==> src/rtl/mem_pwr_arb_pkg.sv <==
package mem_pwr_arb_pkg;
  localparam logic [1:0] SRC_FL = 2'd0;
  localparam logic [1:0] SRC_MC = 2'd1;
  localparam logic [1:0] SRC_PF = 2'd2;

  typedef enum logic {
    MODE_RD = 1'b0,
    MODE_WR = 1'b1
  } bat_mode_e;
endpackage

==> src/rtl/arb_fifo.sv <==
module arb_fifo #(
  parameter int WIDTH = 8,
  parameter int DEPTH = 4
) (
  input  logic                           clk,
  input  logic                           rst,
  input  logic                           push,
  input  logic [WIDTH-1:0]               din,
  input  logic                           pop,
  output logic [WIDTH-1:0]               dout,
  output logic [$clog2(DEPTH+1)-1:0]     count
);
  localparam int AW = (DEPTH > 1) ? $clog2(DEPTH) : 1;
  localparam int CW = $clog2(DEPTH + 1);

  logic [WIDTH-1:0] mem [DEPTH];
  logic [AW-1:0]    wptr, rptr;
  logic             full, empty, do_push, do_pop;

  assign full    = (count == CW'(DEPTH));
  assign empty   = (count == '0);
  assign do_push = push && !full;
  assign do_pop  = pop && !empty;
  assign dout    = mem[rptr];

  always_ff @(posedge clk) begin
    if (do_push) mem[wptr] <= din;
  end

  always_ff @(posedge clk) begin
    if (rst) begin
      wptr  <= '0;
      rptr  <= '0;
      count <= '0;
    end else begin
      if (do_push) wptr <= (wptr == AW'(DEPTH - 1)) ? '0 : wptr + AW'(1);
      if (do_pop)  rptr <= (rptr == AW'(DEPTH - 1)) ? '0 : rptr + AW'(1);
      case ({do_push, do_pop})
        2'b10:   count <= count + CW'(1);
        2'b01:   count <= count - CW'(1);
        default: count <= count;
      endcase
    end
  end


  no_overflow_chk: assert property (@(posedge clk) disable iff (rst)
    (push && !pop) |-> !full);


  no_underflow_chk: assert property (@(posedge clk) disable iff (rst)
    pop |-> !empty);
endmodule

==> src/rtl/arb_select.sv <==
module arb_select import mem_pwr_arb_pkg::*; #(
  parameter int CNT_W = 4
) (
  input  logic             clk,
  input  logic             rst,
  input  logic             req_mc,
  input  logic             req_pf,
  input  logic             req_fl,
  input  logic             urg_mc,
  input  logic             urg_fl,
  input  logic             pend_full,
  input  logic [CNT_W-1:0] cfg_rd_max,
  input  logic [CNT_W-1:0] cfg_wr_max,
  output logic             gnt_mc,
  output logic             gnt_pf,
  output logic             gnt_fl
);
  bat_mode_e        mode_q;
  logic [CNT_W-1:0] rd_cnt_q, wr_cnt_q, rd_nxt, wr_nxt;

  assign rd_nxt = rd_cnt_q + CNT_W'(1);
  assign wr_nxt = wr_cnt_q + CNT_W'(1);

  always_comb begin
    gnt_mc = 1'b0;
    gnt_pf = 1'b0;
    gnt_fl = 1'b0;
    if (!pend_full) begin
      if (urg_mc && req_mc)                  gnt_mc = 1'b1;
      else if (urg_fl && req_fl)             gnt_fl = 1'b1;
      else if (mode_q == MODE_RD && req_mc)  gnt_mc = 1'b1;
      else if (mode_q == MODE_RD && req_pf)  gnt_pf = 1'b1;
      else if (mode_q == MODE_WR && req_fl)  gnt_fl = 1'b1;
      else if (req_mc)                       gnt_mc = 1'b1;
      else if (req_fl)                       gnt_fl = 1'b1;
      else if (req_pf)                       gnt_pf = 1'b1;
    end
  end

  always_ff @(posedge clk) begin
    if (rst) begin
      mode_q   <= MODE_RD;
      rd_cnt_q <= '0;
      wr_cnt_q <= '0;
    end else if (gnt_mc || gnt_pf) begin
      wr_cnt_q <= '0;
      if (rd_nxt >= cfg_rd_max) begin
        rd_cnt_q <= '0;
        mode_q   <= MODE_WR;
      end else begin
        rd_cnt_q <= rd_nxt;
        mode_q   <= MODE_RD;
      end
    end else if (gnt_fl) begin
      rd_cnt_q <= '0;
      if (wr_nxt >= cfg_wr_max) begin
        wr_cnt_q <= '0;
        mode_q   <= MODE_RD;
      end else begin
        wr_cnt_q <= wr_nxt;
        mode_q   <= MODE_WR;
      end
    end
  end


  rd_to_wr_chk: assert property (@(posedge clk) disable iff (rst)
    ((gnt_mc || gnt_pf) && (rd_cnt_q + CNT_W'(1) >= cfg_rd_max)) |=> (mode_q == MODE_WR));


  wr_to_rd_chk: assert property (@(posedge clk) disable iff (rst)
    (gnt_fl && (wr_cnt_q + CNT_W'(1) >= cfg_wr_max)) |=> (mode_q == MODE_RD));
endmodule

==> src/rtl/arb_pwr_ctl.sv <==
module arb_pwr_ctl #(
  parameter int OCC_W  = 4,
  parameter int IDLE_W = 16
) (
  input  logic              clk,
  input  logic              rst,
  input  logic              mc_urgent,
  input  logic [OCC_W-1:0]  wbuf_occ,
  input  logic [OCC_W-1:0]  cfg_hi,
  input  logic [OCC_W-1:0]  cfg_lo,
  input  logic [IDLE_W-1:0] cfg_idle,
  output logic              fl_urgent,
  output logic              mem_pd
);
  logic              fl_urg_q, pd_q, urg_any;
  logic [IDLE_W-1:0] idle_q;

  always_ff @(posedge clk) begin
    if (rst)                    fl_urg_q <= 1'b0;
    else if (wbuf_occ > cfg_hi) fl_urg_q <= 1'b1;
    else if (wbuf_occ < cfg_lo) fl_urg_q <= 1'b0;
  end

  assign urg_any = mc_urgent | fl_urg_q;

  always_ff @(posedge clk) begin
    if (rst) begin
      pd_q   <= 1'b1;
      idle_q <= '0;
    end else if (urg_any) begin
      pd_q   <= 1'b0;
      idle_q <= cfg_idle;
    end else if (idle_q != '0) begin
      idle_q <= idle_q - IDLE_W'(1);
      if (idle_q == IDLE_W'(1)) pd_q <= 1'b1;
    end else begin
      pd_q <= 1'b1;
    end
  end

  assign fl_urgent = fl_urg_q;
  assign mem_pd    = pd_q;


  wake_chk: assert property (@(posedge clk) disable iff (rst)
    urg_any |=> !pd_q);


  sleep_chk: assert property (@(posedge clk) disable iff (rst)
    (!urg_any && idle_q == IDLE_W'(1)) |=> pd_q);


  urg_set_chk: assert property (@(posedge clk) disable iff (rst)
    (wbuf_occ > cfg_hi) |=> fl_urg_q);


  urg_clr_chk: assert property (@(posedge clk) disable iff (rst)
    (wbuf_occ < cfg_lo && !(wbuf_occ > cfg_hi)) |=> !fl_urg_q);
endmodule

==> src/rtl/mem_pwr_arb.sv <==
module mem_pwr_arb import mem_pwr_arb_pkg::*; #(
  parameter int ADDR_W      = 40,
  parameter int TAG_W       = 4,
  parameter int DATA_W      = 32,
  parameter int CFIFO_DEPTH = 4,
  parameter int PEND_DEPTH  = 8,
  parameter int WBUF_DEPTH  = 8,
  parameter int RESP_DEPTH  = 8,
  parameter int CNT_W       = 4,
  parameter int IDLE_W      = 16
) (
  input  logic                                  clk,
  input  logic                                  rst,
  input  logic                                  mc_push,
  input  logic [ADDR_W-1:0]                     mc_addr,
  input  logic [TAG_W-1:0]                      mc_tag,
  output logic                                  mc_full,
  input  logic                                  mc_urgent,
  input  logic                                  pf_push,
  input  logic [ADDR_W-1:0]                     pf_addr,
  input  logic [TAG_W-1:0]                      pf_tag,
  output logic                                  pf_full,
  input  logic                                  fl_push,
  input  logic [ADDR_W-1:0]                     fl_addr,
  output logic                                  fl_full,
  input  logic                                  wd_push,
  input  logic [DATA_W-1:0]                     wd_data,
  output logic                                  wd_full,
  input  logic                                  cr_vld,
  input  logic                                  cr_hit,
  input  logic [CNT_W-1:0]                      cfg_rd_max,
  input  logic [CNT_W-1:0]                      cfg_wr_max,
  input  logic [$clog2(WBUF_DEPTH+1)-1:0]       cfg_wm_hi,
  input  logic [$clog2(WBUF_DEPTH+1)-1:0]       cfg_wm_lo,
  input  logic [IDLE_W-1:0]                     cfg_idle,
  output logic                                  snp_vld,
  output logic [1:0]                            snp_src,
  output logic                                  snp_type,
  output logic [ADDR_W-1:0]                     snp_addr,
  output logic [TAG_W-1:0]                      snp_tag,
  output logic                                  mem_vld,
  output logic [1:0]                            mem_src,
  output logic                                  mem_type,
  output logic [ADDR_W-1:0]                     mem_addr,
  output logic [TAG_W-1:0]                      mem_tag,
  output logic [DATA_W-1:0]                     mem_wdata,
  output logic                                  mem_pd,
  output logic                                  fl_urgent
);
  localparam int NCL   = 3;
  localparam int ENT_W = ADDR_W + TAG_W;
  localparam int REQ_W = 2 + 1 + ENT_W;
  localparam int CCW   = $clog2(CFIFO_DEPTH + 1);
  localparam int PCW   = $clog2(PEND_DEPTH + 1);
  localparam int OCC_W = $clog2(WBUF_DEPTH + 1);
  localparam int RCW   = $clog2(RESP_DEPTH + 1);

  // client index 0 filter, 1 motion compensation, 2 prefetch
  logic             cl_push [NCL];
  logic             cl_pop  [NCL];
  logic [ENT_W-1:0] cl_din  [NCL];
  logic [ENT_W-1:0] cl_dout [NCL];
  logic [CCW-1:0]   cl_cnt  [NCL];
  logic             cl_req  [NCL];

  assign cl_push[0] = fl_push;
  assign cl_push[1] = mc_push;
  assign cl_push[2] = pf_push;
  assign cl_din[0]  = {fl_addr, TAG_W'(0)};
  assign cl_din[1]  = {mc_addr, mc_tag};
  assign cl_din[2]  = {pf_addr, pf_tag};

  for (genvar g = 0; g < NCL; g++) begin : g_client
    arb_fifo #(.WIDTH(ENT_W), .DEPTH(CFIFO_DEPTH)) u_cfifo (
      .clk(clk), .rst(rst), .push(cl_push[g]), .din(cl_din[g]),
      .pop(cl_pop[g]), .dout(cl_dout[g]), .count(cl_cnt[g]));
    assign cl_req[g] = (cl_cnt[g] != '0);
  end

  assign fl_full = (cl_cnt[0] == CCW'(CFIFO_DEPTH));
  assign mc_full = (cl_cnt[1] == CCW'(CFIFO_DEPTH));
  assign pf_full = (cl_cnt[2] == CCW'(CFIFO_DEPTH));

  // power and urgency
  logic [OCC_W-1:0] wbuf_cnt;
  logic             pd_w, fl_urg_w;

  arb_pwr_ctl #(.OCC_W(OCC_W), .IDLE_W(IDLE_W)) u_pwr (
    .clk(clk), .rst(rst), .mc_urgent(mc_urgent), .wbuf_occ(wbuf_cnt),
    .cfg_hi(cfg_wm_hi), .cfg_lo(cfg_wm_lo), .cfg_idle(cfg_idle),
    .fl_urgent(fl_urg_w), .mem_pd(pd_w));

  assign mem_pd    = pd_w;
  assign fl_urgent = fl_urg_w;

  // selection
  logic [PCW-1:0] pend_cnt;
  logic           pend_full, pend_empty;
  logic           gnt_mc, gnt_pf, gnt_fl, any_gnt;

  assign pend_full  = (pend_cnt == PCW'(PEND_DEPTH));
  assign pend_empty = (pend_cnt == '0);

  arb_select #(.CNT_W(CNT_W)) u_sel (
    .clk(clk), .rst(rst), .req_mc(cl_req[1]), .req_pf(cl_req[2]),
    .req_fl(cl_req[0]), .urg_mc(mc_urgent), .urg_fl(fl_urg_w),
    .pend_full(pend_full), .cfg_rd_max(cfg_rd_max), .cfg_wr_max(cfg_wr_max),
    .gnt_mc(gnt_mc), .gnt_pf(gnt_pf), .gnt_fl(gnt_fl));

  assign cl_pop[0] = gnt_fl;
  assign cl_pop[1] = gnt_mc;
  assign cl_pop[2] = gnt_pf;
  assign any_gnt   = gnt_mc | gnt_pf | gnt_fl;

  logic [1:0]       win_src;
  logic             win_type;
  logic [ENT_W-1:0] win_ent;

  always_comb begin
    win_src = SRC_FL;
    win_ent = cl_dout[0];
    if (gnt_mc) begin
      win_src = SRC_MC;
      win_ent = cl_dout[1];
    end else if (gnt_pf) begin
      win_src = SRC_PF;
      win_ent = cl_dout[2];
    end
  end
  assign win_type = (win_src == SRC_FL);

  // snoop port
  always_ff @(posedge clk) begin
    if (rst) begin
      snp_vld  <= 1'b0;
      snp_src  <= '0;
      snp_type <= 1'b0;
      snp_addr <= '0;
      snp_tag  <= '0;
    end else begin
      snp_vld <= any_gnt;
      if (any_gnt) begin
        snp_src  <= win_src;
        snp_type <= win_type;
        snp_addr <= win_ent[ENT_W-1:TAG_W];
        snp_tag  <= win_ent[TAG_W-1:0];
      end
    end
  end

  // pending, write buffer, cache answer FIFOs
  logic [REQ_W-1:0]  pend_dout;
  logic              pend_pop;
  logic [DATA_W-1:0] wbuf_dout;
  logic              wbuf_pop;
  logic [0:0]        resp_dout;
  logic [RCW-1:0]    resp_cnt;
  logic              resp_pop;

  arb_fifo #(.WIDTH(REQ_W), .DEPTH(PEND_DEPTH)) u_pend (
    .clk(clk), .rst(rst), .push(any_gnt), .din({win_src, win_type, win_ent}),
    .pop(pend_pop), .dout(pend_dout), .count(pend_cnt));

  arb_fifo #(.WIDTH(DATA_W), .DEPTH(WBUF_DEPTH)) u_wbuf (
    .clk(clk), .rst(rst), .push(wd_push), .din(wd_data),
    .pop(wbuf_pop), .dout(wbuf_dout), .count(wbuf_cnt));

  arb_fifo #(.WIDTH(1), .DEPTH(RESP_DEPTH)) u_resp (
    .clk(clk), .rst(rst), .push(cr_vld), .din(cr_hit),
    .pop(resp_pop), .dout(resp_dout), .count(resp_cnt));

  assign wd_full = (wbuf_cnt == OCC_W'(WBUF_DEPTH));

  // drain
  logic [1:0]        hd_src;
  logic              hd_type;
  logic [ENT_W-1:0]  hd_ent;
  logic              can_go, wr_go, rd_go, issue;

  assign {hd_src, hd_type, hd_ent} = pend_dout;
  assign can_go   = !pend_empty && !pd_w;
  assign wr_go    = can_go && hd_type && (wbuf_cnt != '0);
  assign rd_go    = can_go && !hd_type && (resp_cnt != '0);
  assign pend_pop = wr_go | rd_go;
  assign wbuf_pop = wr_go;
  assign resp_pop = rd_go;
  assign issue    = wr_go | (rd_go && !resp_dout[0]);

  always_ff @(posedge clk) begin
    if (rst) begin
      mem_vld   <= 1'b0;
      mem_src   <= '0;
      mem_type  <= 1'b0;
      mem_addr  <= '0;
      mem_tag   <= '0;
      mem_wdata <= '0;
    end else begin
      mem_vld <= issue;
      if (issue) begin
        mem_src   <= hd_src;
        mem_type  <= hd_type;
        mem_addr  <= hd_ent[ENT_W-1:TAG_W];
        mem_tag   <= hd_ent[TAG_W-1:0];
        mem_wdata <= wr_go ? wbuf_dout : '0;
      end
    end
  end


  mem_awake_chk: assert property (@(posedge clk) disable iff (rst)
    mem_vld |-> !$past(mem_pd));
endmodule

==> config.mk <==
export PLATFORM = sky130hd
export DESIGN_NAME = mem_pwr_arb
export DESIGN_NICKNAME = d
export VERILOG_FILES = /design/src/rtl/mem_pwr_arb_pkg.sv /design/src/rtl/arb_fifo.sv /design/src/rtl/arb_select.sv /design/src/rtl/arb_pwr_ctl.sv /design/src/rtl/mem_pwr_arb.sv
export SDC_FILE = /design/constraint.sdc
export NUM_CORES = 1
export LEC_CHECK = 0
export BUFFER_PORTS_ARGS = -buffer_cell sky130_fd_sc_hd__buf_2
export CAP_MARGIN = 20
export CORE_MARGIN = 2
export CORE_UTILIZATION = 61
export DETAILED_ROUTE_END_ITERATION = 8
export GPL_ROUTABILITY_DRIVEN = 1
export GPL_TIMING_DRIVEN = 0
export PLACE_DENSITY = 0.8
export SLEW_MARGIN = 20
export SYNTH_ARGS = -nofsm -noshare
export SYNTH_HDL_FRONTEND = slang
export SYNTH_HIERARCHICAL = 1
export SYNTH_SLANG_ARGS = --single-unit
==> constraint.sdc <==
create_clock -name clk -period 8.9 [get_ports clk]
set_input_delay 0.89 -clock clk [delete_from_list [all_inputs] [get_ports clk]]
set_output_delay 0.89 -clock clk [all_outputs]
set_load 0.02 [all_outputs]
Yosys cells after proc, flatten, opt, wreduce, memory -nomap -nowiden
Memories as Yosys holds them, arrays and structs flattened. A register that Yosys moved wholly into a read port is not among the register bits.
Cells that the tools add are included.

word-level totals
  register bits = 206
  bits in latches = 0
  bits in writable memories = 1152
  bits in read-only memories = 0
  bits of input ports = 201
  output and inout bits = 134
  word-level logic and storage cells = 258
  memories = 6

operators by class
  $add $sub $neg = 27
  multipliers = 0
  divide/modulo/power cells = 0
  $lt $le $gt $ge = 4
  equality and inequality tests = 32
  shifts and indexed selects = 0
  mux-type cells = 86
  bitwise logic cells = 6
  reductions and logical operators = 62

memory list
  memory                   depth  bits a word  rd ports  clocked after memory_dff  write ports  line            text
  u_pend.mem               8      47           1         1                         1            arb_fifo.sv:16  logic [WIDTH-1:0] mem [DEPTH];
  u_wbuf.mem               8      32           1         1                         1            arb_fifo.sv:16
  g_client[1].u_cfifo.mem  4      44           1         1                         1            arb_fifo.sv:16
  g_client[2].u_cfifo.mem  4      44           1         1                         1            arb_fifo.sv:16
  g_client[0].u_cfifo.mem  4      40           1         1                         1            arb_fifo.sv:16
  u_resp.mem               8      1            1         1                         1            arb_fifo.sv:16

operator list
  cell                   number
  $mux 44                2
  $mux 1                 45
  $mux 3                 12
  $mux 16                2
  $mux 32                1
  $mux 2                 14
  $add 3x1->3 const B    9
  $eq 3x3->1 const B     9
  $eq 2x2->1 const B     12
  $pmux 4 s2             3
  $logic_and 1x1->1      23
  $add 4x1->4 const B    5
  $pmux 3 s2             3
  $reduce_bool 2->1      9
  $eq 16x1->1 const B    1
  $mux 4                 4
  $reduce_bool 16->1     1
  $sub 16x1->16 const B  1
  $logic_not 1->1        15
  $add 2x1->2 const B    6
  $eq 2x1->1 const B     6
  $eq 4x4->1 const B     3
  $logic_not 4->1        3
  $sub 4x1->4 const B    3
  other kinds (13)       25

Depth between registers and ports, before layout
Gate-level depths: netlist of the first run.

  depth in word-level cells = 15
  mapped depth = 17
  mapped depth without buffers = 14

By module
Netlist of the first run, hierarchy kept.

modules (own cells, without submodules)
  module                              times used  cells an instance  area an instance (um^2)  sequential area each (um^2)
  arb_fifo (g_client[0].u_cfifo ...)  3           281                6962.9                   5465.2
  arb_fifo (u_pend)                   1           616                14759.2                  11551.1
  arb_fifo (u_wbuf)                   1           444                10438.8                  7947.6
  mem_pwr_arb                         1           717                6068.3                   2562.5
  arb_pwr_ctl                         1           147                1208.7                   360.3
  arb_fifo (u_resp)                   1           85                 985.9                    500.5
  arb_select                          1           80                 694.4                    180.2

Worst setup path before layout of the first run
OpenSTA, ideal clock, no wires.

  path kind = input to register
  start = in mc_urgent
  end = mem u_pend/mem[0][0] in the netlist's numbering (enable)
  library setup time = 0.568 ns
  data arrival time = 6.988 ns
  path slack = 1.344 ns
  cell stages on the path = 8
  path buffers = 2
  cell sequence = nor2_1 -> nor3b_1 -> buf_2 -> nor3_1 -> inv_2 -> clkbuf_1 -> o21ai_2 -> nor4_1

on the way
  longest elaborated chain between the ends = 8

RTL lines
  what                          line                text
  start, declared               mem_pwr_arb.sv:18   input logic mc_urgent,
  $logic_and 1x1->1             arb_select.sv:29    if (urg_mc && req_mc) gnt_mc = 1'b1;
  $mux 1                        arb_select.sv:29
  $mux 1                        arb_select.sv:28    if (!pend_full) begin
  via gnt_mc                    mem_pwr_arb.sv:99   logic gnt_mc, gnt_pf, gnt_fl, any_gnt;
  $or 1x1->1 (2 in series)      mem_pwr_arb.sv:113  assign any_gnt = gnt_mc | gnt_pf | gnt_fl;
  via any_gnt                   mem_pwr_arb.sv:99
  $logic_and 1x1->1             arb_fifo.sv:22      assign do_push = push && !full;
  $mux 1                        arb_fifo.sv:27      if (do_push) mem[wptr] <= din;
  $mux 1 (not written as such)  arb_fifo.sv:27
  end, declared                 arb_fifo.sv:16

The timed path passes the listed nets, and every way through them passes these cells.

==> results by group, run 1 <==
Critical path
  • Worst setup SP type: flop
  • Ordered cell list for the critical path: or3_1, o21ai_0, nor2_1, nor3b_2, buf_2, nor3_1, inv_2, clkbuf_1, o21ai_2, nor4_2, buf_4, buf_2, buf_4, buf_2
  • Origin of the worst setup path: g_client[0].u_cfifo/count[1]
  • CP Capture Type: flop
  • Depth of the worst register-to-register path: 14
  • Library cell appearing most often on the critical path: buf_2
  • Launching point of the worst reg2reg path: g_client[0].u_cfifo/count[1]
  • Classification of the worst setup path: reg -> reg
  • Internal reg-to-reg setup slack: 3.68 ns
  • Critical-path maximum fanout: 11
  • Largest stage delay on the critical path: 0.78 ns
  • Library cell contributing the largest single delay on the critical path: nor3b_2
  • CP required: 9.34 ns
  • Worst setup path endpoint: u_pend/mem[0][19]
  • Capture point of the worst reg-to-reg path: u_pend/mem[0][19]
  • Data arrival time of the critical path: 5.66 ns

STA
  • Final setup skew: 0.03194 ns
  • Post-route minimum period: 5.219 ns
  • Crit path setup slack, layout: 3.681 ns
  • Final hold vios: 0
  • Max-Slew Margin vs Limit: 22.78%
  • Transition at the pin with the smallest max-transition slack: 1.151 ns
  • Slew Limit Fails: 0
  • Setup Total Neg Slack: 0 ns
  • Maximum clock rate: 191.6 MHz
  • Unrepaired setup endpoints after global routing: false
  • Part of the cycle the worst path needs: 58.64%
  • Final setup violation count: 0

Floorplan
  • Num rows: 110
  • Height of the die: 304.4 um
  • Die area: 92,660 um^2
  • Initial cell density of the core: 61.34%
  • Die W: 304.4 um
  • Area of the core: 89,740 um^2
  • Number of I/O pins: 335

Route
  • Sum of routed wire length over all layers: 132.4 mm
  • Routed wire length per instance: 27.47 um
  • Via density per instance: 6.234
  • Remaining routing DRC violations: 0
  • Via count: 30,040
  • DR iter-0 viols: 3,130
  • Number of detailed-route iterations in the first pass: 6
  • Antenna-violating nets left: 0

Placed design
  • Post-placement setup slack: 3.657 ns
  • Placed cell count: 4,537
  • Area of placed instances: 59,200 um^2
  • Detailed Place HPWL: 88.24 mm
  • Routability congestion estimate: 0.8631
  • Port Buffers: 334

Power and ir drop
  • Total power per unit cell area: 306.1 nW/um^2
  • Worst supply voltage drop on vdd: 0.2555 mV
  • Leak Pwr: 22.00 nW

Run
  • Max Cap Violations: 0

Logic synthesis
  • Primary flip-flop cell chosen by synthesis mapping: edfxtp_1
  • Number of flip-flops and latches in the synthesized netlist: 1,389
  • Gate Count Post-Synth: 2,932
  • Fraction of synthesized area in multiplexers: 16.61%
  • Sequential area share after synthesis: 71.76%
  • Post-synth EDFFs: 1,168
  • Post-synth ARST share: 0%
  • Number of distinct library cells after synthesis: 77
  • Fraction of the mapped netlist area in adder cells: 1.427%
  • Combinational family with the most area after synthesis: multiplexers
  • Warnings from Yosys: 6
  • Complex-gate fraction of the synthesized area: 2.585%
  • Synthesized-area fraction occupied by and/or/nand/nor cells: 5.339%
  • Total standard cell area after synthesis: 55,040 um^2
  • XOR/XNOR share of the synthesized area: 0.3978%
  • Average footprint of a synthesized cell: 18.77 um^2

Global routing
  • GR Overflow Total: 0
  • Met2 routing resource usage after global routing: 46.37%
  • Global-route met3 utilization: 7.744%
  • Aggregate global-route resource usage: 28.67%
  • Initial antenna violation count: 52
  • Met1 capacity usage during global routing: 36.56%
  • Global-route layer with the greatest usage: met2
  • First-pass GRT wire length: 194.5 mm
  • Maximum number of pins on one net before global-route repair: 45
  • Vias in the first global route: 31,050

Finish
  • Final std cell area, no fill: 63,740 um^2
  • Non-filler cells, final: 4,819
  • Net total in the final layout: 3,762
  • Final core area utilization: 71.03%
  • Layout fillers: 5,183
  • Share of final-layout standard cells stronger than drive strength 1: 27.96%
  • Synth-to-Final Area Change: 15.80%
  • Area used by multi-input combinational logic: 14,720 um^2
  • Total area of sequential cells: 39,500 um^2

CTS
  • CTS sink cnt: 1,389
  • Postcts setup bufs: 0
  • Clk Tree Root Cell: clkbuf_16
  • Clock transition at the register clock pins on the worst setup and hold paths after CTS: 0.06 ns
  • Worst-skew pair later-pin latency: 0.77 ns
  • Buffer levels on the longest clock path: 3
  • Post-cts repair resize count: 0
  • CTS tree: yes
  • Max H-tree Level: 4
  • Hold_buf cts: 0
  • Inserted Clock Buffers: 136

Status
  • Status: finished clean

Worst hold path
  • Hold WC Path Type: in -> reg
## area by class of cell
cell class | instances | area share [%]
clock buffer | 174 | 5.753
inverter | 50 | 0.2944
tap | 1176 | 2.308
sequential | 1389 | 61.96
multi-input combinational | 1365 | 23.09
clock inverter | 76 | 1.233
antenna | 31 | 0.1217
timing repair buffer | 415 | 3.904
buffer | 143 | 1.329
## sequential cells by signal, summed over array words and instances, names as in the netlist, 4 cells and up, named ones only
register                count
u_sel/wr_cnt_q              4
u_pwr/idle_q               16
u_pend/mem                376
mem_tag                     4
snp_tag                     4
u_wbuf/count                4
g_client.u_cfifo/wptr       6
u_wbuf/mem                256
mem_wdata                  32
g_client.u_cfifo/count      9
g_client.u_cfifo/mem      528
snp_addr                   40
u_resp/count                4
mem_addr                   40
u_sel/rd_cnt_q              4
u_resp/mem                  8
u_pend/count                4
g_client.u_cfifo/rptr       6
## how the worst min path moves through the flow
stage                        start  cells past startpoint                              to
floorplan           u_pend/rptr[1]                      2                            flop
CTS                    mc_addr[28]                      1  g_client[1].u_cfifo/mem[3][32]
finish                 mc_addr[28]                      1  g_client[1].u_cfifo/mem[3][32]
global placement      snp_addr[36]                      2                    snp_addr[36]
detailed placement    snp_addr[32]                      2                    snp_addr[32]
global route            mc_addr[9]                      1  g_client[1].u_cfifo/mem[3][13]
## cells by family (layout without fill, tap and decap cells)
| logic type | count (synthesis) | count (layout) |
|---|---|---|
| and+or+nand+nor | 542 | 542 |
| adders and majority gates | 61 | 61 |
| buffers and inverters | 193 | 858 |
| AOI/OAI and AO/OA | 234 | 234 |
| other | 1 | 47 |
| DFF | 1389 | 1389 |
| muxes | 487 | 487 |
| xor gates and xnor gates | 25 | 25 |
## metrics by stage
stage | power (mW) | hold slack (ns)
after floorplan | 11.76 | 0.4496
after global placement | 13.20 | 0.4369
after detailed placement | 13.74 | 0.4440
after CTS | 19.48 | 0.3005
after global routing | 20.16 | 0.3248
final | 19.52 | 0.3382
## critical path: cells and delay by family (launching register included)
kind / cells / cell delay (ns)
buffers and inverters: 7 / 2.04
and+or+nand+nor: 5 / 2.04
AOI/OAI and AO/OA: 2 / 0.45
DFF: 1 / 0.35
## synthesized netlist by cell type (all sizes together), types with 13 or more instances
| library cell | n | area share (%) |
|---|---|---|
| nor3 | 23 | 0.24 |
| edfxtp | 1168 | 64 |
| mux4 | 292 | 13 |
| nand3b | 34 | 0.46 |
| clkbuf | 61 | 0.42 |
| ha | 58 | 1.3 |
| dfxtp | 221 | 8.0 |
| xor2 | 21 | 0.33 |
| mux2 | 84 | 1.7 |
| nand2b | 144 | 1.7 |
| o21ai | 108 | 1.1 |
| buf | 82 | 1.1 |
| mux2i | 111 | 2.0 |
| or3 | 25 | 0.31 |
| a21oi | 80 | 0.77 |
| nand2 | 166 | 1.1 |
| inv | 50 | 0.34 |
| and3 | 13 | 0.18 |
| nor2 | 73 | 0.50 |
## power breakdown
part	total (mW)	switching (mW)	internal (mW)	leakage, nW
Combinational	4.99	3.35	1.64	7.34
Clock	5.71	2.44	3.27	2.17
Sequential	8.82	0.291	8.53	12.5
Total	19.5	6.09	13.4	22.0
## layout by cell type, fill, tap and decap left out, types with 42 or more instances in the layout
master     count
a21oi_1       78
buf_2        384
buf_4         52
buf_6         42
clkbuf_1      86
clkbuf_16    137
dfxtp_1      221
edfxtp_1    1168
ha_1          58
inv_1         49
mux2_2        84
mux2i_1      111
mux4_1       136
mux4_2       156
nand2_1      166
nand2b_1     142
nor2_1        67
o21ai_0       65
## routing by layer
| layer | vias up | part of all wire [%] |
|---|---|---|
| met1 | 15250 | 36 |
| met3 | 329 | 10 |
| met2 | 1568 | 49 |
| met4 | 34 | 4.4 |
| li1 | 12860 | - |
| met5 | - | 0.16 |
Power figures use the tool's default switching activity.
==> run 2: changes to the inputs <==
CORE_UTILIZATION = 55   (was 61)
PLACE_DENSITY = 0.76   (was 0.8)
clock period = 4.3 ns   (was 8.9 ns; I/O delays follow)
==> results by group, run 2 (synthesis results as in run 1) <==
Status
  • Status: finished clean

CTS
  • Max H-tree Level: 4
  • CTS sink cnt: 1,389
  • Inserted Clock Buffers: 141
  • Clk Tree Root Cell: clkbuf_16
  • Buffer levels on the longest clock path: 3
  • CTS tree: yes
  • Worst-skew pair later-pin latency: 0.75 ns
  • Clock transition at the register clock pins on the worst setup and hold paths after CTS: 0.06 ns

STA
  • Slew Limit Fails: 0
  • Transition at the pin with the smallest max-transition slack: 1.154 ns
  • Setup Total Neg Slack: 0 ns
  • Crit path setup slack, layout: 0.2946 ns
  • Unrepaired setup endpoints after global routing: false
  • Part of the cycle the worst path needs: 93.15%
  • Post-route minimum period: 4.005 ns
  • Final hold vios: 0
  • Max-Slew Margin vs Limit: 22.26%
  • Maximum clock rate: 249.7 MHz
  • Final setup violation count: 0
  • Final setup skew: 0.04782 ns

Global routing
  • First-pass GRT wire length: 195.2 mm
  • GR Overflow Total: 0
  • Initial antenna violation count: 18
  • Aggregate global-route resource usage: 25.69%
  • Vias in the first global route: 30,460
  • Maximum number of pins on one net before global-route repair: 45

Critical path
  • Largest stage delay on the critical path: 0.52 ns
  • Worst setup SP type: flop
  • Top cell family by delay on the critical path: multiplexers
  • Ordered cell list for the critical path: buf_2, buf_6, buf_8, mux4_2, mux2_2, or2_2, nor2_1, o21ai_4, inv_1, ha_1, clkbuf_1, nor4b_2, o21ai_0, o31ai_1, mux2_2
  • Critical-path maximum fanout: 10
  • CP Capture Type: flop
  • Library cell appearing most often on the critical path: mux2_2
  • Library cell contributing the largest single delay on the critical path: mux4_2
  • Crit path buf inv count: 5
  • Classification of the worst setup path: reg -> reg
  • Data arrival time of the critical path: 4.63 ns
  • CP required: 4.92 ns

Power and ir drop
  • Register share of total power: 44.3%
  • Total power per unit cell area: 622.4 nW/um^2
  • Switching Power: 12.78 mW
  • Leak Pwr: 22.87 nW
  • Clock power share: 29.9%
  • Combinational group share of total power: 25.8%
  • Worst supply voltage drop on vdd: 0.4511 mV
  • Cell-internal power: 28.35 mW
  • Overall power of the completed layout: 41.12 mW
  • Sw Ratio: 31.07%

Worst hold path
  • Hold WC Path Type: in -> reg
  • Launch instance of the worst min-delay path: cfg_idle[12]

Route
  • Sum of routed wire length over all layers: 131.4 mm
  • DR iter-0 viols: 3,096
  • Via density per instance: 5.939
  • Number of detailed-route iterations in the first pass: 5
  • Remaining routing DRC violations: 0
  • Routed wire length per instance: 25.79 um
  • Antenna-violating nets left: 0
  • Via count: 30,270

Finish
  • Registers with the most flip-flops: g_client.u_cfifo/mem x528, u_pend/mem x376, u_wbuf/mem x256
  • Largest register by flop count: g_client.u_cfifo/mem
  • Most common library cell in the layout ignoring fill and taps: edfxtp_1
  • Largest register FFs: 528
  • Leading cell types in the layout, fill and taps excluded: edfxtp_1 (1,168), buf_2 (371), dfxtp_1 (221)
  • Share of final-layout standard cells stronger than drive strength 1: 26.70%
  • Layout fillers: 6,248
  • Net total in the final layout: 3,934
  • Synth-to-Final Area Change: 20.02%

Floorplan
  • Die area: 102,600 um^2
  • Initial cell density of the core: 55.20%
  • Area of the core: 99,710 um^2
  • Die W: 320.4 um
  • Num rows: 116
  • Height of the die: 320.4 um
  • Number of I/O pins: 335

Placed design
  • Port Buffers: 334
  • Post-placement setup slack: -0.7330 ns
  • Detailed Place HPWL: 84.35 mm
  • Routability congestion estimate: 0.8123

Run
  • Max Cap Violations: 0
## run 2: changes by cell type in the layout (fill, tap and decap cells not counted), moves of 5 or more
cell,previous run,this run
o21ai_1,38,32
buf_2,384,371
nor3_4,1,7
o21ai_0,65,70
buf_8,0,17
buf_4,52,39
dlygate4sd3_1,0,179
nor3_2,9,4
diode_2,31,8
## run 2: worst paths after layout
kind	end	slack, ns	cells past startpoint
max	u_resp/count[3]	0.29	15
max reg2reg	u_resp/count[3]	0.29	15
min	u_pwr/idle_q[12]	0.08	3
min reg2reg	snp_addr[6]	0.45	2
## run 2: what timing repair did
| action | 4_1_cts | 5_1_grt |
|---|---|---|
| pin swaps | 4 | 3 |
| endpoints found under the setup margin | 378 | 22 |
| endpoints found under the hold margin | 794 | 0 |
| hold buffers | 179 | 0 |
| setup buffers | 6 | 5 |
| gates resized for setup | 7 | 7 |
## run 2: power by group through the flow
stage	logic [mW]	registers [mW]	clock network, mW
finish	10.6	18.2	12.3
global route	11.3	18.3	13.0
CTS	10.4	18.2	12.4
detailed placement	10.0	18.5	0
global placement	9.22	18.4	0
floorplan	5.80	18.5	0
## run 2: final cells by class
| cell class | instances | area (um^2) | share of cell area (%) |
|---|---|---|---|
| flip-flops and latches | 1389 | 39500 | 59.79 |
| multi-input cells | 1365 | 14810 | 22.42 |
| plain buffers | 140 | 842.1 | 1.275 |
| well taps | 1298 | 1624 | 2.458 |
| repair buffers | 585 | 4378 | 6.627 |
| diodes | 8 | 20.02 | 0.03030 |
| clock buffers | 177 | 3774 | 5.712 |
| clock inverters | 84 | 928.4 | 1.405 |
| inverters | 50 | 190.2 | 0.2879 |
## run 2: through the flow
step | hold slack, ns | util, % | cell area [um^2] | instances
floorplan | 0.4496 | - | 55150 | 2947
detailed placement | 0.4405 | 59.57 | 59400 | 4638
CTS | 0.01869 | 66.16 | 65970 | 5083
global route | 0.04340 | 66.25 | 66050 | 5092
finish | 0.07635 | 66.26 | 66060 | 5096
global placement | 0.4358 | 58.61 | 58440 | 4579
## run 2: per-layer routing
metal / global-route usage (%) / part of all wire, %
met1: 34.87 / 40
met5: 0 / 0.13
met2: 41.43 / 49
met4: 8.200 / 3.0
met3: 6.213 / 8.6
## run 2: tightest hold or removal path, delay by kind of cell
| family | cells | cell delay, ns |
|---|---|---|
| buf+inv | 1 | 0.10 |
| simple gates | 1 | 0.17 |
| compound gates | 1 | 0.07 |
